**config.mk**
```make
export PLATFORM = sky130hd
export DESIGN_NAME = bchk_unit
export DESIGN_NICKNAME = d
export VERILOG_FILES = /design/src/rtl/bchk_pkg.sv /design/src/rtl/bchk_extend.sv /design/src/rtl/bchk_range.sv /design/src/rtl/bchk_flags.sv /design/src/rtl/bchk_unit.sv
export SDC_FILE = /design/constraint.sdc
export NUM_CORES = 1
export LEC_CHECK = 0
export BUFFER_PORTS_ARGS = -buffer_cell sky130_fd_sc_hd__clkbuf_2
export CAP_MARGIN = 20
export CORE_MARGIN = 2
export CORE_UTILIZATION = 62
export DETAILED_ROUTE_END_ITERATION = 12
export PLACE_DENSITY = 0.95
export SYNTH_ARGS = -nofsm -noshare
export SYNTH_HDL_FRONTEND = slang
export SYNTH_SLANG_ARGS = --single-unit
```
**constraint.sdc**
```tcl
create_clock -name vclk -period 19.7
set_clock_uncertainty 0.1 [all_clocks]
set_input_delay 4.925 -clock vclk [all_inputs]
set_output_delay 4.925 -clock vclk [all_outputs]
set_load 0.03 [all_outputs]
```
**src/rtl/bchk_pkg.sv**
```systemverilog
package bchk_pkg;
  localparam int unsigned DW = 32;
  localparam int unsigned BYTE_W = 8;
  localparam int unsigned WORD_W = 16;
  localparam int unsigned FLAG_W = 5;

  localparam int unsigned F_C = 0;
  localparam int unsigned F_V = 1;
  localparam int unsigned F_Z = 2;
  localparam int unsigned F_N = 3;
  localparam int unsigned F_X = 4;

  typedef enum logic [1:0] {
    SZ_BYTE = 2'd0,
    SZ_WORD = 2'd1,
    SZ_LONG = 2'd2,
    SZ_RSVD = 2'd3
  } size_e;

  function automatic logic [DW-1:0] sext_by_size(input logic [DW-1:0] x, input size_e sz);
    logic [DW-1:0] r;
    unique case (sz)
      SZ_BYTE: r = {{(DW-BYTE_W){x[BYTE_W-1]}}, x[BYTE_W-1:0]};
      SZ_WORD: r = {{(DW-WORD_W){x[WORD_W-1]}}, x[WORD_W-1:0]};
      default: r = x;
    endcase
    return r;
  endfunction

  function automatic logic [DW-1:0] wrap_diff(input logic [DW-1:0] a, input logic [DW-1:0] b);
    return a - b;
  endfunction
endpackage

```
**src/rtl/bchk_extend.sv**
```systemverilog
module bchk_extend
  import bchk_pkg::*;
#(
  parameter int unsigned W = DW
) (
  input  logic [W-1:0] raw,
  input  logic [1:0]   size_sel,
  input  logic         keep_full,
  output logic [W-1:0] ext
);
  always_comb begin
    if (keep_full) ext = raw;
    else           ext = sext_by_size(raw, size_e'(size_sel));
  end
endmodule

```
**src/rtl/bchk_range.sv**
```systemverilog
module bchk_range
  import bchk_pkg::*;
#(
  parameter int unsigned W = DW
) (
  input  logic [W-1:0] val,
  input  logic [W-1:0] lo,
  input  logic [W-1:0] hi,
  output logic [W-1:0] offset,
  output logic [W-1:0] span,
  output logic         on_bound,
  output logic         outside
);
  always_comb begin
    offset   = wrap_diff(val, lo);
    span     = wrap_diff(hi, lo);
    on_bound = (offset == '0) || (offset == span);
    outside  = offset > span;
  end
endmodule

```
**src/rtl/bchk_flags.sv**
```systemverilog
module bchk_flags
  import bchk_pkg::*;
(
  input  logic [FLAG_W-1:0] flags_in,
  input  logic              new_z,
  input  logic              new_c,
  output logic [FLAG_W-1:0] flags_out
);
  always_comb begin
    flags_out      = flags_in;
    flags_out[F_Z] = new_z;
    flags_out[F_C] = new_c;
  end
endmodule

```
**src/rtl/bchk_unit.sv**
```systemverilog
module bchk_unit
  import bchk_pkg::*;
(
  input  logic [31:0] reg_val,
  input  logic [31:0] bound_lo,
  input  logic [31:0] bound_hi,
  input  logic [1:0]  size_sel,
  input  logic        addr_reg,
  input  logic [4:0]  flags_in,
  output logic [4:0]  flags_out,
  output logic        out_of_range
);
  logic [DW-1:0] ext_val, ext_lo, ext_hi;
  logic [DW-1:0] offset, span;
  logic          hit_bound, outside;

  bchk_extend #(.W(DW)) u_ext_val (.raw(reg_val),  .size_sel(size_sel), .keep_full(addr_reg), .ext(ext_val));
  bchk_extend #(.W(DW)) u_ext_lo  (.raw(bound_lo), .size_sel(size_sel), .keep_full(1'b0),     .ext(ext_lo));
  bchk_extend #(.W(DW)) u_ext_hi  (.raw(bound_hi), .size_sel(size_sel), .keep_full(1'b0),     .ext(ext_hi));

  bchk_range #(.W(DW)) u_range (
    .val(ext_val), .lo(ext_lo), .hi(ext_hi),
    .offset(offset), .span(span), .on_bound(hit_bound), .outside(outside)
  );

  bchk_flags u_flags (.flags_in(flags_in), .new_z(hit_bound), .new_c(outside), .flags_out(flags_out));

  assign out_of_range = outside;
endmodule

```
## Yosys cells after proc, flatten, opt, wreduce, memory -nomap -nowiden

Cells that the tools add are included.

| word-level totals | value |
|---|---|
| bits in registers | 0 |
| output and inout bits | 6 |
| bits of input ports | 104 |

| operators by class | value |
|---|---|
| $add $sub $neg | 2 |
| reductions and logical operators | 3 |
| muxes and demuxes | 4 |
| magnitude comparators | 1 |
| eq/ne operators | 2 |

Operators by type and width:

| cell | number |
|---|---|
| 32-bit one-hot mux with 2 select lines | 3 |
| 32-bit subtractor | 2 |
| 32-bit == test | 1 |
| 32-bit greater-than comparator | 1 |
| 32-bit logical NOT | 1 |
| 32-bit two-way mux | 1 |
| 2-bit by 1-bit == test with 1-bit output (second input constant) | 1 |
| 2-bit logical NOT | 1 |
| 1-bit logical OR | 1 |

## Logic depth before layout (Yosys ltp)

Gate-level depths: netlist (run 1).

| logic depth | value |
|---|---|
| word-level depth | 6 |
| depth in mapped cells | 29 |
| depth with buffers taken out | 25 |

## Hierarchy

A second synthesis (run 1) with hierarchy kept.

| second synthesis, totals | value |
|---|---|
| cells, all modules | 809 |
| area total of the unflattened synthesis | 5,694.2 µm² |

Modules (own cells, without submodules):

| module | sequential area each (µm²) | cells an instance | times used | area an instance (µm²) |
|---|---|---|---|---|
| bchk_range | 0.0 | 608 | 1 | 4,260.3 |
| bchk_extend | 0.0 | 65 | 3 | 464.2 |
| bchk_flags | 0.0 | 5 | 1 | 37.5 |
| bchk_unit | 0.0 | 1 | 1 | 3.8 |

## Least setup slack after synthesis (run 1)

Ideal clock, no wire load.

| timing path | value |
|---|---|
| kind | input-to-output |
| from | input port size_sel[1] |
| to | output port flags_out[0] |
| data required time | 14.675 ns |
| cell stages on the path | 25 |
| setup slack | 4.269 ns |
| arrival time | 10.406 ns |
| cell sequence | buf_6 clkbuf_1 or2_2 clkbuf_1 clkbuf_1 a21oi_1 ha_1 clkbuf_1 and3_1 clkbuf_1 nand2_1 or2_2 a2111oi_2 nor3_4 o31a_1 o21bai_1 a21oi_1 xnor2_1 ha_1 nand4_1 or2_2 nor3_1 nand2_1 o21ai_0 buf_4 |

| between the ends | value |
|---|---|
| word-level cells in the longest chain between the ends | 5 |
| elaborated cells between the ends (all ways) | 9 |
| classes of those cells | add/sub: 2; order compare: 1; eq/ne: 1; mux: 4; reduce/logical: 1 |

RTL lines:

| element | RTL line | source |
|---|---|---|
| start: declaration | bchk_unit.sv:7 | `input logic [1:0] size_sel,` |
| 2-bit by 1-bit == test with 1-bit output / 2-bit logical NOT (equally long branches) | bchk_pkg.sv:22 | `unique case (sz)` |
| 32-bit one-hot mux with 2 select lines | bchk_pkg.sv:22 |  |
| 32-bit two-way mux | bchk_extend.sv:12 | `if (keep_full) ext = raw;` |
| 32-bit subtractor | bchk_pkg.sv:31 | `return a - b;` |
| 32-bit greater-than comparator (*) | bchk_range.sv:18 | `outside = offset > span;` |
| end: declaration | bchk_unit.sv:10 | `output logic [4:0] flags_out,` |

Mark *: on every way between the ends. The rest lies on a longest branch, timed or not.

## Final worst setup path (run 1)

| timing path | value |
|---|---|
| from | input port size_sel[1] |
| to | output port out_of_range |

| between the ends | value |
|---|---|
| word-level cells in the longest chain between the ends | 5 |
| elaborated cells between the ends (all ways) | 9 |
| classes of those cells | add/sub: 2; order compare: 1; eq/ne: 1; mux: 4; reduce/logical: 1 |

RTL lines:

| element | RTL line | source |
|---|---|---|
| 2-bit by 1-bit == test with 1-bit output / 2-bit logical NOT (equally long branches) | bchk_pkg.sv:22 |  |
| 32-bit one-hot mux with 2 select lines | bchk_pkg.sv:22 |  |
| 32-bit two-way mux | bchk_extend.sv:12 |  |
| 32-bit subtractor | bchk_pkg.sv:31 |  |
| 32-bit greater-than comparator (*) | bchk_range.sv:18 |  |
| end: declaration | bchk_unit.sv:11 | `output logic out_of_range` |

Marks and branches as above.

==> results of run 1 <==
## final cells by class
class,instances,area share
inverters,42,0.03052
repair buffers,106,0.1047
multi-input cells,593,0.8408
well taps,99,0.02398
## cells in the mapped netlist (3+ instances only)
library cell / n / area [um2]
clkbuf_1: 17 / 63.81
nand3_1: 7 / 35.03
nand2_1: 67 / 251.5
nor2_1: 35 / 131.4
nand3b_1: 3 / 22.52
a211oi_1: 8 / 60.06
a41oi_1: 5 / 43.79
mux2i_1: 3 / 30.03
buf_4: 5 / 37.54
and4_1: 3 / 26.28
o21ai_0: 33 / 165.2
o21a_1: 28 / 210.2
nand2b_1: 8 / 50.05
ha_1: 93 / 1164
and3_1: 8 / 50.05
o31ai_1: 5 / 37.54
xnor2_1: 39 / 341.6
or4_1: 5 / 37.54
nor2b_1: 10 / 62.56
a2111oi_0: 3 / 26.28
a311o_1: 4 / 40.04
or3_1: 8 / 50.05
nand4_1: 11 / 68.82
a21oi_1: 90 / 450.4
xor2_1: 23 / 201.4
a31oi_1: 6 / 37.54
or2_2: 7 / 43.79
nor3_1: 5 / 25.02
a21o_1: 28 / 210.2
o21bai_1: 9 / 67.56
inv_1: 42 / 157.7
## worst max-delay path, cell delays in order
cell,delay (ps)
clkbuf_2,460
nor3b_2,770
a21oi_1,150
ha_1,420
o21ai_0,180
nor2_1,50
a311o_1,360
a21o_1,250
o21a_1,240
a41oi_1,290
a21oi_1,140
a41oi_1,370
nand2b_1,120
xnor2_1,180
ha_1,270
a21o_1,170
a21o_1,190
a21o_1,180
a21o_1,170
a21o_1,160
a21oi_1,140
o21ai_0,150
nand2_1,90
o21ai_0,130
clkbuf_2,230
## cell usage in the layout, fill, tap and decap left out, types with 3 or more instances in the layout
master     count
nand4_1       11
a41oi_1        5
xnor2_1       39
o31ai_1        5
nor2_1        35
mux2i_1        3
nor3_1         5
clkbuf_2     102
a21o_1        28
a31oi_1        6
nand3_1        7
or2_2          7
nand3b_1       3
or4_1          5
o21bai_1       9
inv_1         42
nor2b_1       10
a2111oi_0      3
or3_1          8
a211oi_1       7
o21a_1        28
a311o_1        4
and3_1         8
nand2b_1       8
o21ai_0       33
nand2_1       67
xor2_1        23
buf_4          4
a21oi_1       90
ha_1          93
and4_1         3
## per-stage QoR
step / utilization / hold WS, ps / setup slack (ps)
floorplan: - / 9882 / 4269
global placement: 0.7111 / 9750 / 4074
detailed placement: 0.7111 / 9750 / 4012
CTS: 0.7111 / 9750 / 3990
global route: 0.7121 / 9750 / 3350
finish: 0.7121 / 9750 / 3875
## routing by layer
| metal | track usage | routed length (um) | share of wire | vias up |
|---|---|---|---|---|
| li1 | - | - | - | 2601 |
| met1 | 0.3917 | 5642 | 0.43 | 2320 |
| met2 | 0.5570 | 6322 | 0.48 | 223 |
| met3 | 0.01503 | 754 | 0.058 | 33 |
| met4 | 0.08333 | 346 | 0.026 | 0 |
| met5 | 0 | 0 | 0 | - |
## power groups by stage
stage	logic, W	clock network, W	registers (W)
5_1_grt	0.000347	0	0
6_report	0.000314	0	0
3_3_place_gp	0.000292	0	0
2_1_floorplan	0.000238	0	0
3_5_place_dp	0.000306	0	0
4_1_cts	0.000308	0	0
## how the worst max path moves through the flow
stage                      startpoint      endpoint  slack (ps)  cells after the start
after CTS                 size_sel[1]  out_of_range        3990                     23
final                     size_sel[1]  out_of_range        3870                     25
after floorplan           size_sel[1]  flags_out[0]        4270                     25
after global routing      size_sel[1]  out_of_range        3350                     22
after global placement    size_sel[1]  out_of_range        4070                     23
after detailed placement  size_sel[1]  out_of_range        4010                     23
## logic make-up after synthesis
kind of cell | share of synthesized area
adder cells (fa/ha/maj) | 0.2604
AO/OA/AOI/OAI | 0.3443
XOR/XNOR | 0.1175
multiplexers | 0.006496
buffers and inverters | 0.06170
AND/OR/NAND/NOR | 0.2097
==> metrics.json, run 1 <==
{
  "startpoint_of_the_most_critical_hold_path": "flags_in[1]",
  "final_layout_size_suffix_gt1_frac": 0.1687,
  "grt_pass1_wl_um": 21670,
  "insertedDiodeCount": 0,
  "grt_usage": 0.3062,
  "antenna_violating_nets_post_route": 0,
  "power.share.combinational": 1.000,
  "post_synth_instance_area_um2": 4623,
  "gp_congestion": 0.9397,
  "post-route-drc-count": 0,
  "finalHoldViolations": 0,
  "worst_hold_path_type": "input pin to primary output",
  "vias": 5177,
  "worst_setup_path_start_kind": "input pin",
  "syn2layout_area_growth_pct": 11.72,
  "slew_violations": 0,
  "rsz_0062_raised_after_global_routing": "false",
  "clock_power_share": 0,
  "floorplan.die_area_um2": 8163,
  "grt_start_max_net_pins": 44,
  "netlist_instances": 660,
  "maxSlewHeadroom": 0.4521,
  "power_frac_seq": 0,
  "setup.worst_path.class": "input pin to primary output",
  "total_switching_power_w": 0.0001778,
  "netlist-cell-type-count": 64,
  "min_period_ps": 15830,
  "initial_antenna_violation_count": 0,
  "critical_path_required_ps": 14680,
  "timing.final.setup_violations": 0,
  "synth_sequential_area_ratio": 0,
  "p_int_w": 0.0001364,
  "iteration_0_drc_markers": 261,
  "dpl.hpwl_um": 11180,
  "final_min_period_over_clock_period": 0.8033,
  "post_cts.repair.setup_buffers": 0,
  "sequential_cell_total": 0,
  "power_per_cell_area_nw_per_um2": 60.84,
  "mean_cell_area_of_the_mapped_netlist_um2": 7.005,
  "fillerInstances": 609,
  "standard_cell_rows": 31,
  "post_layout_nonfiller_instances": 840,
  "worst_hold_path.num_cells": 0,
  "viasPerCell": 6.163,
  "critical_path.endpoint_type": "primary output",
  "leakage_nw": 2.645,
  "wl_um": 13070,
  "cts_repair_resize_count": 0,
  "fin_setup_tns_ps": 0,
  "maxCapViolCount": 0,
  "grt_remaining_overflow": 0,
  "die_w_um": 90.35,
  "crit_path_max_fanout": 43,
  "design.portCount": 110,
  "finalPower_w": 0.0003142,
  "port_buffers": 102,
  "final_cell_area_um2": 5165,
  "synth_nets": 859,
  "initial_utilization": 0.6374,
  "run_status": "finished clean",
  "ir_drop_mv": 0.03071,
  "fin_nets": 942,
  "worst_pin_slew_ps": 821.8,
  "place_area_um2": 5157,
  "vias_in_the_first_global_route": 4793,
  "post_drt_wl_per_cell_um": 15.55,
  "maxClockFrequency_ghz": 0.06319,
  "seqCellArea_um2": 0,
  "synth.yosys.warnings": 0,
  "sw_ratio": 0.5658,
  "num-clock-buffers": 0,
  "cts_hold_repair.buffers": 0,
  "placed_cells_incl_taps": 839,
  "multiInputGateArea_um2": 4343,
  "detail_route.first_pass.iterations": 5,
  "worstHoldEndpoint": "flags_out[1]",
  "placeableCoreArea_um2": 7253,
  "die_y_um": 90.35,
  "worst_ep_arrival_time_ps": 10800
}
(Power assumes the default switching activity.)
==> run 2, diff against run 1 <==
- ABC_AREA: unset -> 1
- CORE_UTILIZATION: 62 -> 53
- PLACE_DENSITY: 0.95 -> 0.91
- clock period: 19.7 -> 12.9 ns (I/O delays scaled with it)
==> metrics.json, run 2 <==
{
  "critPathBufInv": {"value": 4, "change": "+2"},
  "floorplan.die_area": {"value": 10460, "unit": "um2", "change": "+28%"},
  "worst_setup_path_start_kind": "input pin",
  "worstHoldEndpoint": "flags_out[3]",
  "final_common_cell": "nand2_1",
  "mean_cell_area_of_the_mapped_netlist": {"value": 5.611, "unit": "um2", "change": "-20%"},
  "cts_hold_repair.buffers": {"value": 0, "change": "unchanged"},
  "crit_path_max_fanout": {"value": 24, "change": "-44%"},
  "vias": {"value": 6396, "change": "+24%"},
  "maxClockFrequency_ghz": 0.08852,
  "maxCapViolCount": {"value": 0, "change": "unchanged"},
  "critical_path.startpoint": "size_sel[1]",
  "synth_top_cell_area_share": {"value": 0.2274, "change": "-0.02431"},
  "detail_route.first_pass.iterations": {"value": 5, "change": "unchanged"},
  "wl": {"value": 15660, "unit": "um", "change": "+20%"},
  "timing.final.setup_violations": {"value": 0, "change": "unchanged"},
  "worst_hold_path.num_cells": {"value": 0, "change": "unchanged"},
  "min_period_ps": 11300,
  "grt_pass1_wl": {"value": 24570, "unit": "um", "change": "+13%"},
  "wire_length_on_met1": {"value": 6901, "unit": "um", "change": "+22%"},
  "netlist-cell-type-count": {"value": 40, "change": "-38%"},
  "yosys-top-cells-count": "nand2_1 (209), nor2_1 (153), inv_1 (111), ha_1 (93), a21oi_1 (92)",
  "power_per_cell_area": {"value": 87.54, "unit": "nW/um2", "change": "+44%"},
  "crit_path_frequent_cell": "nand2_1",
  "cp_cell_sequence": "clkbuf_2, inv_2, nand2_4, nor2_1, nor2_1, ha_1, a21oi_1, inv_1, a31oi_1, a21boi_0, o21ai_1, nand2_1, o21ai_1, nand2_1, nand2_1, xnor2_1, ha_1, nand2_1, nor2_1, a211oi_1, o221ai_1, a21oi_1, a21boi_0, clkbuf_2",
  "grt_remaining_overflow": {"value": 0, "change": "unchanged"},
  "post-route-drc-count": {"value": 0, "change": "unchanged"},
  "worst_ep_arrival_time": {"value": 7970, "unit": "ps", "change": "-2830 ps"},
  "vias_in_the_first_global_route": {"value": 5582, "change": "+16%"},
  "iteration_0_drc_markers": {"value": 448, "change": "+72%"},
  "port_buffers": {"value": 102, "change": "unchanged"},
  "seqCellArea": {"value": 0, "unit": "um2", "change": "unchanged"},
  "initial_utilization": {"value": 0.5512, "change": "-0.08619"},
  "run_status": "finished clean",
  "synth_nets": {"value": 1111, "change": "+29%"},
  "final_layout_size_suffix_gt1_frac": {"value": 0.1267, "change": "-0.04194"},
  "die_w": {"value": 102.3, "unit": "um", "change": "+13%"},
  "worst_path_dominant_cell_family": "compound AO/OA/AOI/OAI gates",
  "pre_cts_slack": {"value": 1671, "unit": "ps", "change": "-2341 ps"},
  "sequential_cell_total": {"value": 0, "change": "unchanged"},
  "met2WireLength": {"value": 6966, "unit": "um", "change": "+10%"},
  "worst_hold_path_type": "input pin to primary output",
  "cell_type_with_the_largest_total_area_after_synthesis": "ha_1",
  "critical_path.endpoint_type": "primary output",
  "wl_met3": {"value": 1442, "unit": "um", "change": "+91%"},
  "cts_repair_resize_count": {"value": 0, "change": "unchanged"},
  "rsz_0062_raised_after_global_routing": "false",
  "route.top_layer_used": "met4",
  "synth.yosys.warnings": {"value": 0, "change": "unchanged"},
  "placeableCoreArea": {"value": 9284, "unit": "um2", "change": "+28%"},
  "timing.hold.ws": {"value": 6350, "unit": "ps", "change": "-3400 ps"},
  "fin_ws": {"value": 1603, "unit": "ps", "change": "-2272 ps"},
  "die_y": {"value": 102.3, "unit": "um", "change": "+13%"},
  "final_min_period_over_clock_period": 0.8758,
  "startpoint_of_the_most_critical_hold_path": "flags_in[3]",
  "grt_start_max_net_pins": {"value": 25, "change": "-43%"},
  "leakage": {"value": 3.160, "unit": "nW", "change": "+19%"},
  "gp_congestion": {"value": 0.9873, "change": "+5.1%"},
  "critical_path_required": {"value": 9570, "unit": "ps", "change": "-5110 ps"},
  "crit_slowest_cell": "a21boi_0",
  "netlist_instances": {"value": 912, "change": "+38%"},
  "viasPerCell": {"value": 5.655, "change": "-8.2%"},
  "setup.worst_path.class": "input pin to primary output",
  "post_cts.repair.setup_buffers": {"value": 0, "change": "unchanged"},
  "commonest_cells_after_routing_fill_and_taps_aside": "nand2_1 (209), nor2_1 (153), inv_1 (111)",
  "antenna_violating_nets_post_route": {"value": 0, "change": "unchanged"},
  "initial_antenna_violation_count": {"value": 0, "change": "unchanged"},
  "standard_cell_rows": {"value": 35, "change": "+13%"},
  "timing.critical_path.slowest_cell_delay": {"value": 510, "unit": "ps", "change": "-260 ps"},
  "post_synth_instance_area": {"value": 5117, "unit": "um2", "change": "+11%"},
  "design.portCount": {"value": 110, "change": "unchanged"},
  "insertedDiodeCount": {"value": 0, "change": "unchanged"},
  "grt_usage": {"value": 0.2911, "change": "-0.01509"},
  "synth_top_cells_by_area": "ha_1 (23%), nand2_1 (15%), nor2_1 (11%), a21oi_1 (9.0%), inv_1 (8.1%)",
  "num-clock-buffers": {"value": 0, "change": "unchanged"},
  "fin_setup_tns": {"value": 0, "unit": "ps", "change": "unchanged"},
  "syn2layout_area_growth_pct": 11.88,
  "ir_drop": {"value": 0.1087, "unit": "mV", "change": "+250%"},
  "worst_pin_slew": {"value": 824.1, "unit": "ps", "change": "+2.259 ps"},
  "slew_violations": {"value": 0, "change": "unchanged"},
  "fin_nets": {"value": 1203, "change": "+28%"},
  "post_drt_wl_per_cell": {"value": 13.85, "unit": "um", "change": "-11%"},
  "maxSlewHeadroom": {"value": 0.4506, "change": "-0.001505"},
  "finalHoldViolations": {"value": 0, "change": "unchanged"},
  "dpl.hpwl": {"value": 13790, "unit": "um", "change": "+23%"},
  "yosysMostFrequentCell": "nand2_1",
  "synth_sequential_area_ratio": {"value": 0, "change": "unchanged"}
}
==> run 2: cell types whose count changed in the layout (fill, tap and decap cells not counted), moves of 19 or more <==
| cell | change |
|---|---|
| nand2_1 | +142 |
| inv_1 | +69 |
| nor2_1 | +118 |
| a21o_1 | -19 |
| nand3_1 | +25 |
| o21a_1 | -23 |
==> run 2: layout make-up <==
class	instances	area, um2
well taps	129	161.4
repair buffers	104	525.5
multi-input cells	785	4614
fillers	946	3558
inverters	113	424.2
==> run 2: layer usage <==
metal | vias to the layer above | track usage
li1 | 3240 | -
met1 | 2853 | 0.4068
met2 | 273 | 0.4949
met3 | 30 | 0.01642
met4 | 0 | 0.06051
met5 | - | 0
==> run 2: how the worst max path moves through the flow <==
stage	endpoint	slack (ps)	depth (start not counted)
after CTS	out_of_range	1650	24
after global routing	flags_out[0]	1140	24
final	out_of_range	1600	24
after floorplan	flags_out[0]	2250	24
after detailed placement	out_of_range	1670	24
after global placement	out_of_range	1700	24
==> run 2: cell families after synthesis <==
group | count (synthesis) | share of synthesized area
XOR/XNOR | 48 | 0.08215
AND/OR/NAND/NOR | 459 | 0.3797
AO/OA/AOI/OAI | 183 | 0.2046
adder cells (fa/ha/maj) | 95 | 0.2352
buffers and inverters | 127 | 0.09829
==> run 2: power by group <==
group	leakage (nW)	switching (W)	total, W	internal, W
Combinational	3.16	0.000313	0.000501	0.000188
Sequential	0	0	0	0
Clock	0	0	0	0
==> run 2: stage by stage <==
step | instance area, um2 | util | power, W | instances
2_1_floorplan | 5117 | - | 0.0003763 | 912
3_3_place_gp | 5725 | 0.6167 | 0.0004728 | 1131
3_5_place_dp | 5725 | 0.6167 | 0.0004864 | 1131
4_1_cts | 5725 | 0.6167 | 0.0004888 | 1131
5_1_grt | 5725 | 0.6167 | 0.0005621 | 1131
6_report | 5725 | 0.6167 | 0.0005012 | 1131
==> run 3, diff against run 2 <==
- ABC_CLOCK_PERIOD_IN_PS: unset -> 12900
- CORE_MARGIN: 2 -> unset
==> metrics.json, run 3 (same netlist as run 2, synthesis figures left out) <==
{
  "worst_hold_path_type": "input pin to primary output",
  "power_frac_seq": {"value": 0, "change": "unchanged"},
  "worst_ep_arrival_time": {"value": 7960, "unit": "ps", "change": "about the same"},
  "die_w": {"value": 100.3, "unit": "um", "change": "-2.0%"},
  "final_layout_size_suffix_gt1_frac": {"value": 0.1267, "change": "unchanged"},
  "crit_path_frequent_cell": "nand2_1",
  "num-clock-buffers": {"value": 0, "change": "unchanged"},
  "seqCellArea": {"value": 0, "unit": "um2", "change": "unchanged"},
  "critical_path_required": {"value": 9570, "unit": "ps", "change": "about the same"},
  "grt_remaining_overflow": {"value": 0, "change": "unchanged"},
  "setup.worst_path.class": "input pin to primary output",
  "vias": {"value": 6295, "change": "-1.6%"},
  "timing.final.setup_violations": {"value": 0, "change": "unchanged"},
  "design.portCount": {"value": 110, "change": "unchanged"},
  "run_status": "finished clean",
  "timing.critical_path.slowest_cell_delay": {"value": 510, "unit": "ps", "change": "about the same"},
  "crit_slowest_cell": "a21boi_0",
  "post_cts.repair.setup_buffers": {"value": 0, "change": "unchanged"},
  "finalPower": {"value": 0.0004963, "unit": "W", "change": "-0.97%"},
  "slew_violations": {"value": 0, "change": "unchanged"},
  "viasPerCell": {"value": 5.566, "change": "-1.6%"},
  "leakage": {"value": 3.160, "unit": "nW", "change": "unchanged"},
  "post_drt_wl_per_cell": {"value": 13.65, "unit": "um", "change": "-1.4%"},
  "floorplan.die_area": {"value": 10050, "unit": "um2", "change": "-3.9%"},
  "detail_route.first_pass.iterations": {"value": 5, "change": "unchanged"},
  "worst_pin_slew": {"value": 831.2, "unit": "ps", "change": "+7.128 ps"},
  "vias_in_the_first_global_route": {"value": 5587, "change": "+0.090%"},
  "final_common_cell": "nand2_1",
  "multiInputGateArea": {"value": 4614, "unit": "um2", "change": "unchanged"},
  "crit_path_max_fanout": {"value": 24, "change": "unchanged"},
  "syn2layout_area_growth": {"value": 11.88, "unit": "%", "change": "unchanged"},
  "post_layout_nonfiller_instances": {"value": 1131, "change": "unchanged"},
  "rsz_0062_raised_after_global_routing": "false",
  "dpl.hpwl": {"value": 13700, "unit": "um", "change": "-0.59%"},
  "final_core_utilization": {"value": 0.6167, "change": "unchanged"},
  "cp_cell_sequence": "clkbuf_2, inv_2, nand2_4, nor2_1, nor2_1, ha_1, a21oi_1, inv_1, a31oi_1, a21boi_0, o21ai_1, nand2_1, o21ai_1, nand2_1, nand2_1, xnor2_1, ha_1, nand2_1, nor3_1, nand2_1, inv_1, nand2_1, a21boi_0, clkbuf_2",
  "placeableCoreArea": {"value": 9284, "unit": "um2", "change": "unchanged"},
  "finalHoldViolations": {"value": 0, "change": "unchanged"},
  "fin_nets": {"value": 1203, "change": "unchanged"},
  "power.share.combinational": {"value": 1.000, "change": "about the same"},
  "final_min_period_over_clock_period": {"value": 0.8745, "change": "-0.001291"},
  "initial_utilization": {"value": 0.5512, "change": "unchanged"},
  "min_period": {"value": 11280, "unit": "ps", "change": "-16.66 ps"},
  "port_buffers": {"value": 102, "change": "unchanged"},
  "post-route-drc-count": {"value": 0, "change": "unchanged"},
  "sequential_cell_total": {"value": 0, "change": "unchanged"},
  "fin_setup_tns": {"value": 0, "unit": "ps", "change": "unchanged"},
  "grt_pass1_wl": {"value": 24870, "unit": "um", "change": "+1.2%"},
  "sw_ratio": {"value": 0.6233, "change": "-0.001853"},
  "maxSlewHeadroom": {"value": 0.4458, "change": "-0.004752"},
  "die_y": {"value": 100.3, "unit": "um", "change": "-2.0%"},
  "power_per_cell_area": {"value": 86.69, "unit": "nW/um2", "change": "-0.97%"},
  "fillerInstances": {"value": 944, "change": "-0.21%"},
  "insertedDiodeCount": {"value": 0, "change": "unchanged"},
  "clock_power_share": {"value": 0, "change": "unchanged"},
  "placed_cells_incl_taps": {"value": 1131, "change": "unchanged"},
  "p_int": {"value": 0.0001869, "unit": "W", "change": "-0.48%"},
  "total_switching_power": {"value": 0.0003094, "unit": "W", "change": "-1.3%"},
  "cts_hold_repair.buffers": {"value": 0, "change": "unchanged"},
  "maxCapViolCount": {"value": 0, "change": "unchanged"},
  "initial_antenna_violation_count": {"value": 0, "change": "unchanged"},
  "commonest_cells_after_routing_fill_and_taps_aside": "nand2_1 (209), nor2_1 (153), inv_1 (111)",
  "cts_repair_resize_count": {"value": 0, "change": "unchanged"},
  "gp_congestion": {"value": 0.9622, "change": "-2.5%"},
  "worst_setup_path_start_kind": "input pin",
  "ir_drop": {"value": 0.07077, "unit": "mV", "change": "-35%"},
  "pre_cts_slack": {"value": 1659, "unit": "ps", "change": "-11.78 ps"},
  "wl": {"value": 15440, "unit": "um", "change": "-1.4%"},
  "maxClockFrequency": {"value": 0.08865, "unit": "GHz", "change": "+0.15%"},
  "iteration_0_drc_markers": {"value": 476, "change": "+6.3%"},
  "standard_cell_rows": {"value": 35, "change": "unchanged"},
  "critical_path.endpoint_type": "primary output",
  "antenna_violating_nets_post_route": {"value": 0, "change": "unchanged"},
  "grt_start_max_net_pins": {"value": 25, "change": "unchanged"},
  "fin_ws": {"value": 1619, "unit": "ps", "change": "+16.66 ps"},
  "grt_usage": {"value": 0.3040, "change": "+0.01291"}
}
==> run 3: layer usage <==
layer	track usage	part of all wire
met1	0.4397	0.46
met2	0.4995	0.44
met3	0.01671	0.081
met4	0.05463	0.021
met5	0	0
==> run 3: power groups by stage <==
stage               logic (W)  clock network, W  registers [W]
floorplan            0.000376                 0              0
global placement     0.000475                 0              0
detailed placement   0.000485                 0              0
CTS                  0.000488                 0              0
global route         0.000554                 0              0
finish               0.000496                 0              0
==> run 3: layout make-up <==
class | instances | share of cell area
multi-input cells | 785 | 0.8059
repair buffers | 104 | 0.09178
inverters | 113 | 0.07408
well taps | 129 | 0.02819
==> run 3: path summary, 6_finish.rpt <==
| kind | start | endpoint | slack [ps] | cells past startpoint |
|---|---|---|---|---|
| hold / removal | flags_in[3] | flags_out[3] | 6350 | 0 |
| setup / recovery | size_sel[1] | flags_out[0] | 1620 | 24 |
==> run 3: metrics by stage <==
stage,hold slack [ps],area [um2]
after CTS,6350,5725
after global placement,6350,5725
final,6350,5725
after global routing,6350,5725
after floorplan,6482,5117
after detailed placement,6350,5725
==> run 3: critical path, delay by kind of cell <==
family / cells / cell delay (ps)
AOI/OAI and AO/OA: 6 / 1420
xor gates and xnor gates: 1 / 150
adders and majority gates: 2 / 660
buffers and inverters: 5 / 1080
and+or+nand+nor: 10 / 1420
